<file path="src/rtl/ovl_blend_pkg.sv">
package ovl_blend_pkg;

    typedef enum logic [1:0] {
        MODE_HARD = 2'b00,
        MODE_EXT  = 2'b01,
        MODE_INT  = 2'b10,
        MODE_RSVD = 2'b11
    } mix_mode_e;

    typedef enum logic [1:0] {
        PH_EMPTY  = 2'b00,
        PH_STEADY = 2'b01,
        PH_SETTLE = 2'b10
    } ramp_phase_e;

    localparam int WT_W = 4;
    localparam logic [WT_W-1:0] WT_NONE = 4'd0;
    localparam logic [WT_W-1:0] WT_LOW  = 4'd1;
    localparam logic [WT_W-1:0] WT_HIGH = 4'd7;
    localparam logic [WT_W-1:0] WT_FULL = 4'd8;

    // weight given to the overlay source for an external mix code
    function automatic logic [WT_W-1:0] code_weight(input logic [1:0] code);
        logic [WT_W-1:0] w;
        unique case (code)
            2'b00:   w = WT_NONE;
            2'b01:   w = WT_LOW;
            2'b10:   w = WT_HIGH;
            default: w = WT_FULL;
        endcase
        return w;
    endfunction

endpackage

</file>
<file path="src/rtl/ovl_mix_lane.sv">
module ovl_mix_lane #(
    parameter int COMP_W = 8
) (
    input  logic [ovl_blend_pkg::WT_W-1:0] wt,
    input  logic [COMP_W-1:0]              comp_a,
    input  logic [COMP_W-1:0]              comp_b,
    output logic [COMP_W-1:0]              comp_y
);
    localparam int SUM_W = COMP_W + ovl_blend_pkg::WT_W;

    logic [SUM_W-1:0] wt_a;
    logic [SUM_W-1:0] wt_b;
    logic [SUM_W-1:0] acc;

    always_comb begin
        wt_a   = SUM_W'(wt);
        wt_b   = SUM_W'(ovl_blend_pkg::WT_FULL) - SUM_W'(wt);
        acc    = wt_a * SUM_W'(comp_a) + wt_b * SUM_W'(comp_b) + SUM_W'(4);
        comp_y = acc[COMP_W+2:3];
    end

endmodule

</file>
<file path="src/rtl/ovl_color_pick.sv">
module ovl_color_pick #(
    parameter int COMP_W  = 8,
    parameter int NUM_OVL = 7,
    parameter int SEL_W   = 3
) (
    input  logic [SEL_W-1:0]            code,
    input  logic [3*COMP_W-1:0]         held_pix,
    input  logic [NUM_OVL*3*COMP_W-1:0] color_tbl,
    output logic [3*COMP_W-1:0]         color
);
    localparam int PIX_W = 3 * COMP_W;

    always_comb begin
        color = held_pix;
        for (int i = 1; i <= NUM_OVL; i++) begin
            if (code == SEL_W'(i)) begin
                color = color_tbl[(i-1)*PIX_W +: PIX_W];
            end
        end
    end

endmodule

</file>
<file path="src/rtl/ovl_ramp_ctrl.sv">
module ovl_ramp_ctrl
    import ovl_blend_pkg::*;
#(
    parameter int SEL_W = 3
) (
    input  logic             clk,
    input  logic             rst_n,
    input  logic             accept,
    input  logic [SEL_W-1:0] in_sel,
    input  logic [1:0]       in_mix,
    input  logic [1:0]       mode,
    output logic             held_ok,
    output logic [SEL_W-1:0] held_sel,
    output logic [SEL_W-1:0] prev_sel,
    output logic [1:0]       held_mix,
    output logic [WT_W-1:0]  wt,
    output logic [SEL_W-1:0] sel_a,
    output logic [SEL_W-1:0] sel_b
);
    ramp_phase_e phase;
    ramp_phase_e phase_nxt;
    mix_mode_e   mode_e;

    assign mode_e  = mix_mode_e'(mode);
    assign held_ok = (phase != PH_EMPTY);

    // state register
    always_ff @(posedge clk) begin
        if (!rst_n) begin
            phase <= PH_EMPTY;
        end else begin
            phase <= phase_nxt;
        end
    end

    // held select, predecessor select and mix code
    always_ff @(posedge clk) begin
        if (!rst_n) begin
            held_sel <= '0;
            prev_sel <= '0;
            held_mix <= 2'b00;
        end else if (accept) begin
            held_sel <= in_sel;
            prev_sel <= held_sel;
            held_mix <= in_mix;
        end
    end

    // transitions
    always_comb begin
        phase_nxt = phase;
        unique case (phase)
            PH_EMPTY: begin
                if (accept) begin
                    phase_nxt = (in_sel != '0) ? PH_SETTLE : PH_STEADY;
                end
            end
            PH_STEADY, PH_SETTLE: begin
                if (accept) begin
                    phase_nxt = (in_sel != held_sel) ? PH_SETTLE : PH_STEADY;
                end
            end
            default: phase_nxt = PH_EMPTY;
        endcase
    end

    // blend weight and source selection
    always_comb begin
        wt    = WT_FULL;
        sel_a = held_sel;
        sel_b = '0;
        unique case (mode_e)
            MODE_EXT: begin
                wt = code_weight(held_mix);
            end
            MODE_INT: begin
                unique case (phase)
                    PH_SETTLE: begin
                        wt    = WT_HIGH;
                        sel_b = prev_sel;
                    end
                    PH_STEADY: begin
                        if (in_sel != held_sel) begin
                            wt    = WT_LOW;
                            sel_a = in_sel;
                            sel_b = held_sel;
                        end
                    end
                    default: begin
                        wt = WT_FULL;
                    end
                endcase
            end
            default: begin
                wt = WT_FULL;
            end
        endcase
    end

endmodule

</file>
<file path="src/rtl/ovl_blend.sv">
module ovl_blend #(
    parameter int COMP_W  = 8,
    parameter int NUM_OVL = 7
) (
    input  logic                                   clk,
    input  logic                                   rst_n,
    input  logic                                   in_valid,
    input  logic [3*COMP_W-1:0]                    pix_in,
    input  logic [$clog2(NUM_OVL+1)-1:0]           ovl_sel,
    input  logic [1:0]                             mix_code,
    input  logic [1:0]                             mode,
    input  logic [NUM_OVL*3*COMP_W-1:0]            ovl_colors,
    output logic                                   out_valid,
    output logic [3*COMP_W-1:0]                    out_pix
);
    localparam int SEL_W   = $clog2(NUM_OVL + 1);
    localparam int NUM_CMP = 3;
    localparam int PIX_W   = NUM_CMP * COMP_W;
    localparam int NUM_SRC = 2;

    logic                          held_ok;
    logic [SEL_W-1:0]              held_sel;
    logic [SEL_W-1:0]              prev_sel;
    logic [1:0]                    held_mix;
    logic [ovl_blend_pkg::WT_W-1:0] wt;
    logic [SEL_W-1:0]              sel_a;
    logic [SEL_W-1:0]              sel_b;
    logic [PIX_W-1:0]              held_pix;
    logic [PIX_W-1:0]              mixed;
    logic [SEL_W-1:0]              src_code [NUM_SRC];
    logic [PIX_W-1:0]              src_col  [NUM_SRC];

    // one-beat lookahead: the pixel waiting for its successor
    always_ff @(posedge clk) begin
        if (!rst_n) begin
            held_pix <= '0;
        end else if (in_valid) begin
            held_pix <= pix_in;
        end
    end

    ovl_ramp_ctrl #(.SEL_W(SEL_W)) u_ctrl (
        .clk      (clk),
        .rst_n    (rst_n),
        .accept   (in_valid),
        .in_sel   (ovl_sel),
        .in_mix   (mix_code),
        .mode     (mode),
        .held_ok  (held_ok),
        .held_sel (held_sel),
        .prev_sel (prev_sel),
        .held_mix (held_mix),
        .wt       (wt),
        .sel_a    (sel_a),
        .sel_b    (sel_b)
    );

    assign src_code[0] = sel_a;
    assign src_code[1] = sel_b;

    for (genvar s = 0; s < NUM_SRC; s++) begin : g_src
        ovl_color_pick #(
            .COMP_W  (COMP_W),
            .NUM_OVL (NUM_OVL),
            .SEL_W   (SEL_W)
        ) u_pick (
            .code      (src_code[s]),
            .held_pix  (held_pix),
            .color_tbl (ovl_colors),
            .color     (src_col[s])
        );
    end

    for (genvar c = 0; c < NUM_CMP; c++) begin : g_lane
        ovl_mix_lane #(.COMP_W(COMP_W)) u_lane (
            .wt     (wt),
            .comp_a (src_col[0][c*COMP_W +: COMP_W]),
            .comp_b (src_col[1][c*COMP_W +: COMP_W]),
            .comp_y (mixed[c*COMP_W +: COMP_W])
        );
    end

    always_ff @(posedge clk) begin
        if (!rst_n) begin
            out_valid <= 1'b0;
            out_pix   <= '0;
        end else begin
            out_valid <= in_valid && held_ok;
            if (in_valid && held_ok) begin
                out_pix <= mixed;
            end
        end
    end

endmodule

</file>
<file path="config.mk">
export PLATFORM = sky130hd
export DESIGN_NAME = ovl_blend
export DESIGN_NICKNAME = d
export VERILOG_FILES = /design/src/rtl/ovl_blend_pkg.sv /design/src/rtl/ovl_mix_lane.sv /design/src/rtl/ovl_color_pick.sv /design/src/rtl/ovl_ramp_ctrl.sv /design/src/rtl/ovl_blend.sv
export SDC_FILE = /design/constraint.sdc
export NUM_CORES = 1
export LEC_CHECK = 0
export ABC_AREA = 1
export BUFFER_PORTS_ARGS = -buffer_cell sky130_fd_sc_hd__buf_2
export CORE_MARGIN = 5
export CORE_UTILIZATION = 30
export DETAILED_ROUTE_END_ITERATION = 10
export HOLD_SLACK_MARGIN = 0.03
export PLACE_DENSITY = 0.57
export RECOVER_POWER = 25
export SLEW_MARGIN = 30
export SYNTH_ARGS = -nofsm -noshare
export SYNTH_HDL_FRONTEND = slang
export SYNTH_SLANG_ARGS = --single-unit
</file>
<file path="constraint.sdc">
create_clock -name clk -period 11.01 [get_ports clk]
set_input_delay 0.5505 -clock clk [delete_from_list [all_inputs] [get_ports clk]]
set_output_delay 0.5505 -clock clk [all_outputs]
set_load 0.05 [all_outputs]
</file>
==> results.md, run 1 <==
- Outcome: complete, but fails checks
- Failing checks: capacitance limit, slew limit
- Clk root buf: sky130_fd_sc_hd__clkbuf_16
- Count of port buffers added during placement: 226
- Number of antenna violations at the first check in global routing: 5
- Arrival time worst endpoint: 8760 ps
- Sw Share: 50.5%
- Worst hold slack: 414 ps
- Number of global-route vias before repair: 13,923
- Total net switching power: 729 uW
- Final slew viol count: 41
- Starting utilization of the core area: 30.1%
- First-pass GRT wire length: 81.5 mm
- Slowest stage cell on the critical path: sky130_fd_sc_hd__nor2_2
- Total global routing track utilization: 22.3%
- Number of nets in the layout: 2,594
- Gr ovfl total: 0
- Number of vias per cell after detailed routing: 5.09
- Type of origin of the critical path: flop
- Req. time, crit path: 11,290 ps
- Count of filler cells inserted in the layout: 4,830
- Flop and latch count out of synthesis: 59
- Overall die area: 48,500 sq um
- Worst flop-to-flop path startpoint: u_ctrl.phase[0]$_SDFFE_PN0P_
- Endpoint type of the worst setup path: flop
- Worst Min Path Start: pix_in[2]
- Portion of the clock cycle consumed by the worst path in the final layout: 77.0%
- Die X-Extent: 220 um
- CTS buffer count: 9
- Worst reg2reg path endpoint: out_pix[15]$_SDFFE_PN0P_
- Number of placement rows: 77
- Mapped Avg Cell Area: 6.75 sq um
- Depth of the worst hold-timing path: 3
- Number of optimization iterations in the first detailed-route pass: 5
- Synth unique cells: 53
- Fin Setup TNS: 0 ps
- Clock tree from TritonCTS: built
- Routed wirelength normalized by instance count: 19.9 um
- Worst-case reg-to-reg path depth: 42
- Num ports: 227
- Crit Path Category: flop to flop
- Total length of routed wires: 54.3 mm
- Total Power Consumption: 1.44 mW
- Layout-stage area growth over the synthesis result: 14.6%
- Cell type with the highest occurrence count on the critical path: sky130_fd_sc_hd__inv_1
- Vias: 13,926
- Number of design rule violations left after detail routing: 0
- Sequential share of power: 17.0%
- FF-to-FF setup slack: 2530 ps
- Cell Int Power: 713 uW
- Asr flop ratio synth: 0%
- Unrepaired setup endpoints after global routing: no
- Final Cell Area: 15,200 sq um
- Count of instances resized after the clock tree is built: 0
- Hold buffers post-CTS: 0
- Pin count of the biggest net entering global routing: 50
- Number of enable-type register cells in the synthesized netlist: 0
- First DRT Iteration DRCs: 1,214
- Synthesized netlist cell count: 1,967
- Worst slew pin tran: 1650 ps
- Final critical path time including I/O delays and setup: 8480 ps
- Clock transition at the registers of the reported paths: 70 ps
- Die Span Y: 220 um
- Clk_lat worst skew: 370 ps
- Setup clock skew after layout: 14.5 ps
- CTS Buffer Depth: 2
- Fmax: 0.118 GHz
- VDD IR max: 0.0000813 V
- Yosys synthesis warning count: 0
- Remaining antenna violation count after routing: 0
- Placed inst area: 14,900 sq um
- Number of hold violations in the final report: 0
- Areal power density over the cells: 94.8 nW/um^2
- Fin util: 34.5%
- Post-Syn Nets: 2,426
- Core ar.: 44,000 sq um
- Min-delay worst type: input pin to flop
- Syn Std Cell Area: 13,300 sq um
- Weighted congestion reported at the end of routability-driven placement: 0.984
- Number of clock sinks seen by CTS: 59
- Largest fanout of any net on the critical path: 20
- CP startpoint: u_ctrl.phase[0]$_SDFFE_PN0P_
- Part of the power in the clock network: 20.7%
- Hold Path End: held_pix[2]$_SDFFE_PN0P_
- Estimated wirelength of the detail-placed design: 44.9 mm
- Sequential-to-total area share from yosys stat: 8.90%
- Proportion of power drawn by combinational gates: 62.3%
- Post-CTS setup buffer count: 0
- Relative slew slack: -10.2%
- # setup viols final: 0
- Post-synth top flop: sky130_fd_sc_hd__dfxtp_1
- Leakage component of the power: 7.66 nW
- Fraction of final layout cells sized beyond drive strength 1: 14.8%
- Max-cap viol count: 1
- Maximum level of the CTS H-tree: 3
- Peak per-stage delay on the critical path: 710 ps
==> kinds of logic after synthesis <==
family,synth area share [%]
simple gates,22.6
buf+inv,13.9
compound gates,18.2
fa+ha+maj,33.9
flops,8.90
xor+xnor,2.44
mux,0.0754
==> registers in the layout, indices dropped and copies added, names as in the netlist <==
register	flops
out_pix	24
u_ctrl.prev_sel	3
u_ctrl.held_mix	2
out_valid	1
held_pix	24
u_ctrl.phase	2
u_ctrl.held_sel	3
==> layout make-up <==
class / count / area, sq um / area share [%]
diodes: 4 / 10.0 / 0.0658
well taps: 592 / 741 / 4.87
flip-flops and latches: 59 / 1180 / 7.77
inverters: 379 / 1420 / 9.35
multi-input cells: 1441 / 10300 / 67.6
clock buffers: 10 / 229 / 1.51
clock inverters: 6 / 65.1 / 0.428
repair buffers: 245 / 1280 / 8.42
==> synthesized netlist by cell type (all sizes together) (17+ instances only) <==
cell	count	area share (%)
clkbuf	53	1.5
xor2	17	1.1
fa	171	26
a21oi	146	5.6
nor2	211	6.1
nand3	91	3.6
inv	378	11
o211ai	56	3.2
ha	86	8.1
o21ai	186	7.2
buf	35	1.6
xnor2	20	1.3
nand2	388	11
dfxtp	59	8.9
==> worst max-delay path by stage <==
| stage | end | slack (ps) |
|---|---|---|
| after floorplan | out_pix[23]$_SDFFE_PN0P_ | 3580 |
| after global placement | out_pix[15]$_SDFFE_PN0P_ | 2520 |
| after detailed placement | out_pix[15]$_SDFFE_PN0P_ | 2310 |
| final | out_pix[15]$_SDFFE_PN0P_ | 2530 |
| after global routing | out_pix[15]$_SDFFE_PN0P_ | 1560 |
| after CTS | out_pix[15]$_SDFFE_PN0P_ | 2530 |
==> routing by layer <==
| layer | vias up | track usage, % | routed length [um] |
|---|---|---|---|
| li1 | 6544 | - | - |
| met1 | 6687 | 29.7 | 22800 |
| met2 | 593 | 36.3 | 24800 |
| met3 | 102 | 4.77 | 4720 |
| met4 | 0 | 7.39 | 1950 |
| met5 | - | 0 | 0 |
==> critical path, delay by kind of cell, from the launching register on <==
| kind | cells | cell delay [ps] |
|---|---|---|
| AO/OA/AOI/OAI | 6 | 990 |
| adder cells (fa/ha/maj) | 7 | 3000 |
| buffers and inverters | 12 | 1090 |
| flip-flops | 1 | 380 |
| AND/OR/NAND/NOR | 17 | 2880 |
==> metrics by stage <==
stage | worst slack [ps] | instances
after floorplan | 3580 | 1967
after global placement | 2520 | 2715
after detailed placement | 2310 | 2715
after CTS | 2530 | 2731
after global routing | 1560 | 2736
final | 2530 | 2736
==> power groups by stage <==
stage | Combinational [mW] | Sequential (mW) | Clock [mW]
6_report | 0.899 | 0.245 | 0.298
5_1_grt | 1.01 | 0.247 | 0.317
4_1_cts | 0.898 | 0.245 | 0.308
3_5_place_dp | 0.892 | 0.250 | 0
3_3_place_gp | 0.881 | 0.250 | 0
2_1_floorplan | 0.559 | 0.286 | 0
==> placed cells by master, fill, tap and decap left out, types with 5 or more instances in the layout <==
cell type	Yosys	layout
sky130_fd_sc_hd__o21ai_1	19	19
sky130_fd_sc_hd__o211ai_1	55	55
sky130_fd_sc_hd__o21ai_0	162	162
sky130_fd_sc_hd__ha_1	86	86
sky130_fd_sc_hd__a21oi_1	143	143
sky130_fd_sc_hd__nand3_1	87	87
sky130_fd_sc_hd__nor2_2	3	5
sky130_fd_sc_hd__a221oi_1	9	9
sky130_fd_sc_hd__clkbuf_16	0	9
sky130_fd_sc_hd__fa_1	171	171
sky130_fd_sc_hd__inv_1	362	362
sky130_fd_sc_hd__or2_2	9	9
sky130_fd_sc_hd__a211oi_1	6	6
sky130_fd_sc_hd__xor2_1	17	17
sky130_fd_sc_hd__buf_2	19	225
sky130_fd_sc_hd__dfxtp_1	59	59
sky130_fd_sc_hd__inv_2	16	16
sky130_fd_sc_hd__buf_4	7	17
sky130_fd_sc_hd__nand2_1	383	383
sky130_fd_sc_hd__nor2_1	206	202
sky130_fd_sc_hd__nand4_1	8	8
sky130_fd_sc_hd__xnor2_1	20	20
(Power assumes the default switching activity.)
==> inputs of run 2 (changes only) <==
- clock period: 11.01 -> 8.4 ns (I/O delays scaled with it)
==> run 2 against run 1 <==
Effect of this change: the flow still finishes with violations (capacitance limit, slew limit); count of clock-buffer cells in the layout is 2 higher; first-iteration DRC count increased by 2.9%; sequential power grew 32%; sequential cell count stayed put; clock power increased by 41%; non-clock buffer count increased by 50; cell area is 2.6% higher.
==> results.md, run 2 (synthesis results as in run 1) <==
- Layout-stage area growth over the synthesis result: 17.6%
- Max-cap viol count: 1 (unchanged)
- Total global routing track utilization: 22.6% (+0.25 points)
- DP Worst Slack: 703 ps (-1610 ps)
- Worst hold slack: 283 ps (-131 ps)
- Num ports: 227 (unchanged)
- Worst reg2reg path endpoint: out_pix[15]$_SDFFE_PN0P_
- Number of global-route vias before repair: 14,281 (+2.6%)
- Peak per-stage delay on the critical path: 490 ps (-220 ps)
- Fraction of final layout cells sized beyond drive strength 1: 16.7% (+1.9 points)
- Core ar.: 44,000 sq um (unchanged)
- Hold buffers post-CTS: 0 (unchanged)
- Number of vias per cell after detailed routing: 5.07 (-0.35%)
- Clock tree from TritonCTS: built
- Number of placement rows: 77 (unchanged)
- Unrepaired setup endpoints after global routing: no
- Crit path capture: out_pix[15]$_SDFFE_PN0P_
- Total net switching power: 961 uW (+32%)
- Placed Instances: 2,765 (+1.8%)
- Number of antenna violations at the first check in global routing: 1 (-4)
- Overall die area: 48,500 sq um (unchanged)
- Cell Int Power: 1.03 mW (+44%)
- Remaining antenna violation count after routing: 0 (unchanged)
- Fmax: 0.132 GHz (+12%)
- VDD IR max: 0.000108 V (+33%)
- Arrival time worst endpoint: 7870 ps (-890 ps)
- Worst setup slack after layout: 802 ps (-1730 ps)
- First DRT Iteration DRCs: 1,249 (+2.9%)
- Slowest stage cell on the critical path: sky130_fd_sc_hd__fa_1
- Pin count of the biggest net entering global routing: 50 (unchanged)
- Number of design rule violations left after detail routing: 0 (unchanged)
- CTS Buffer Depth: 2 (unchanged)
- Req. time, crit path: 8670 ps (-2620 ps)
- Crit Path Category: flop to flop
- Most common cell after layout, fill and taps aside: sky130_fd_sc_hd__nand2_1
- Cell type with the highest occurrence count on the critical path: sky130_fd_sc_hd__inv_1
- Fin cells: 2,783 (+1.7%)
- Regs by FF count: held_pix x24, out_pix x24
- FF-to-FF setup slack: 800 ps (-1730 ps)
- Fin Setup TNS: 0 ps (unchanged)
- Number of optimization iterations in the first detailed-route pass: 6 (+1)
- Weighted congestion reported at the end of routability-driven placement: 0.990 (+0.59%)
- Outcome: complete, but fails checks
- Final critical path time including I/O delays and setup: 7600 ps (-884 ps)
- Number of hold violations in the final report: 0 (unchanged)
- Count of instances resized after the clock tree is built: 0 (unchanged)
- Clk root buf: sky130_fd_sc_hd__clkbuf_16
- Sequential share of power: 16.2% (-0.8 points)
- Gr ovfl total: 0 (unchanged)
- CTS buffer count: 9 (unchanged)
- Leakage component of the power: 7.93 nW (+3.6%)
- Endpoint type of the worst setup path: flop
- Leading cell types in the layout, fill and taps excluded: 383 x sky130_fd_sc_hd__nand2_1, 362 x sky130_fd_sc_hd__inv_1, 225 x sky130_fd_sc_hd__buf_2
- Clock transition at the registers of the reported paths: 60 ps (about the same)
- Post-CTS setup buffer count: 0 (unchanged)
- Vias: 14,116 (+1.4%)
- Total length of routed wires: 54.7 mm (+0.64%)
- Estimated wirelength of the detail-placed design: 45.5 mm (+1.4%)
- Failing checks: capacitance limit, slew limit
- Type of origin of the critical path: flop
- Min-delay worst type: input pin to flop
- CP startpoint: u_ctrl.phase[1]$_SDFFE_PN0P_
- Count of port buffers added during placement: 226 (unchanged)
- Count of filler cells inserted in the layout: 4,816 (-0.29%)
- Starting utilization of the core area: 30.1% (unchanged)
- Worst slew pin tran: 1660 ps (+5.83 ps)
- Part of the power in the clock network: 21.1% (+0.4 points)
- Die Span Y: 220 um (unchanged)
- Number of nets in the layout: 2,644 (+1.9%)
- Largest fanout of any net on the critical path: 27 (+35%)
- Maximum level of the CTS H-tree: 3 (unchanged)
- Portion of the clock cycle consumed by the worst path in the final layout: 90.5% (+13 points)
- Areal power density over the cells: 128 nW/um^2 (+35%)
- Total Power Consumption: 1.99 mW (+38%)
- Depth of the worst hold-timing path: 3 (unchanged)
- Worst flop-to-flop path startpoint: u_ctrl.phase[1]$_SDFFE_PN0P_
- # setup viols final: 0 (unchanged)
- Worst-case reg-to-reg path depth: 42 (unchanged)
- First-pass GRT wire length: 83.0 mm (+1.8%)
- Relative slew slack: -10.6% (-0.39 points)
- Proportion of power drawn by combinational gates: 62.7% (+0.4 points)
- Die X-Extent: 220 um (unchanged)
- Number of clock sinks seen by CTS: 59 (unchanged)
- Setup clock skew after layout: 12.3 ps (-2.16 ps)
- Sw Share: 48.3% (-2.3 points)
- Clk_lat worst skew: 370 ps (about the same)
- Final slew viol count: 41 (unchanged)
- Routed wirelength normalized by instance count: 19.6 um (-1.1%)
-- run 2: cell count changes in the layout (fill, tap and decap cells not counted), sizes merged --
cell | before | now
buf | 243 | 293
diode | 4 | 1
clkbuf | 12 | 14
clkinvlp | 1 | 0
clkinv | 4 | 3
bufinv | 1 | 2
inv | 379 | 378
-- run 2: worst min path at each step --
stage                                endpoint  slack [ps]                      start
finish              held_pix[13]$_SDFFE_PN0P_         280                 pix_in[13]
global route         held_pix[0]$_SDFFE_PN0P_         290                  pix_in[0]
CTS                 held_pix[13]$_SDFFE_PN0P_         270                 pix_in[13]
detailed placement  held_pix[18]$_SDFFE_PN0P_         480  held_pix[18]$_SDFFE_PN0P_
global placement     held_pix[8]$_SDFFE_PN0P_         470   held_pix[8]$_SDFFE_PN0P_
floorplan            held_pix[8]$_SDFFE_PN0P_         450   held_pix[8]$_SDFFE_PN0P_
-- run 2: power groups by stage --
stage	Sequential, mW	Combinational (mW)	Clock [mW]
after floorplan	0.375	0.733	0
after global placement	0.328	1.22	0
after detailed placement	0.329	1.24	0
after CTS	0.323	1.24	0.437
after global routing	0.326	1.41	0.445
final	0.323	1.25	0.421
-- run 2: cell type report --
cell class | count | area [sq um] | area share (%)
multi-input cells | 1441 | 10300 | 65.8
repair buffers | 295 | 1670 | 10.7
inverters | 379 | 1420 | 9.11
flip-flops and latches | 59 | 1180 | 7.57
well taps | 592 | 741 | 4.75
clock buffers | 12 | 246 | 1.58
clock inverters | 4 | 73.8 | 0.473
diodes | 1 | 2.50 | 0.0160
-- run 2: layer usage --
layer	track usage [%]	wire [um]	part of all wire, %	vias to the layer above
met2	36.4	24600	45	607
met1	30.4	23300	43	6794
met4	7.03	1850	3.4	0
met3	4.91	4880	8.9	85
li1	-	-	-	6630
met5	0	0	0	-
-- run 2: per-stage QoR --
step	area [sq um]	utilization, %
after detailed placement	15300	34.7
after global routing	15600	35.5
after floorplan	13300	-
after CTS	15600	35.4
final	15600	35.5
after global placement	15300	34.7
-- run 2: critical path: cells and delay by family (launching register included) --
family                   cells  cell delay, ps
adder cells (fa/ha/maj)      7            2690
flip-flops                   1             350
AND/OR/NAND/NOR             12            1290
buffers and inverters       11            1020
AO/OA/AOI/OAI               12            2120
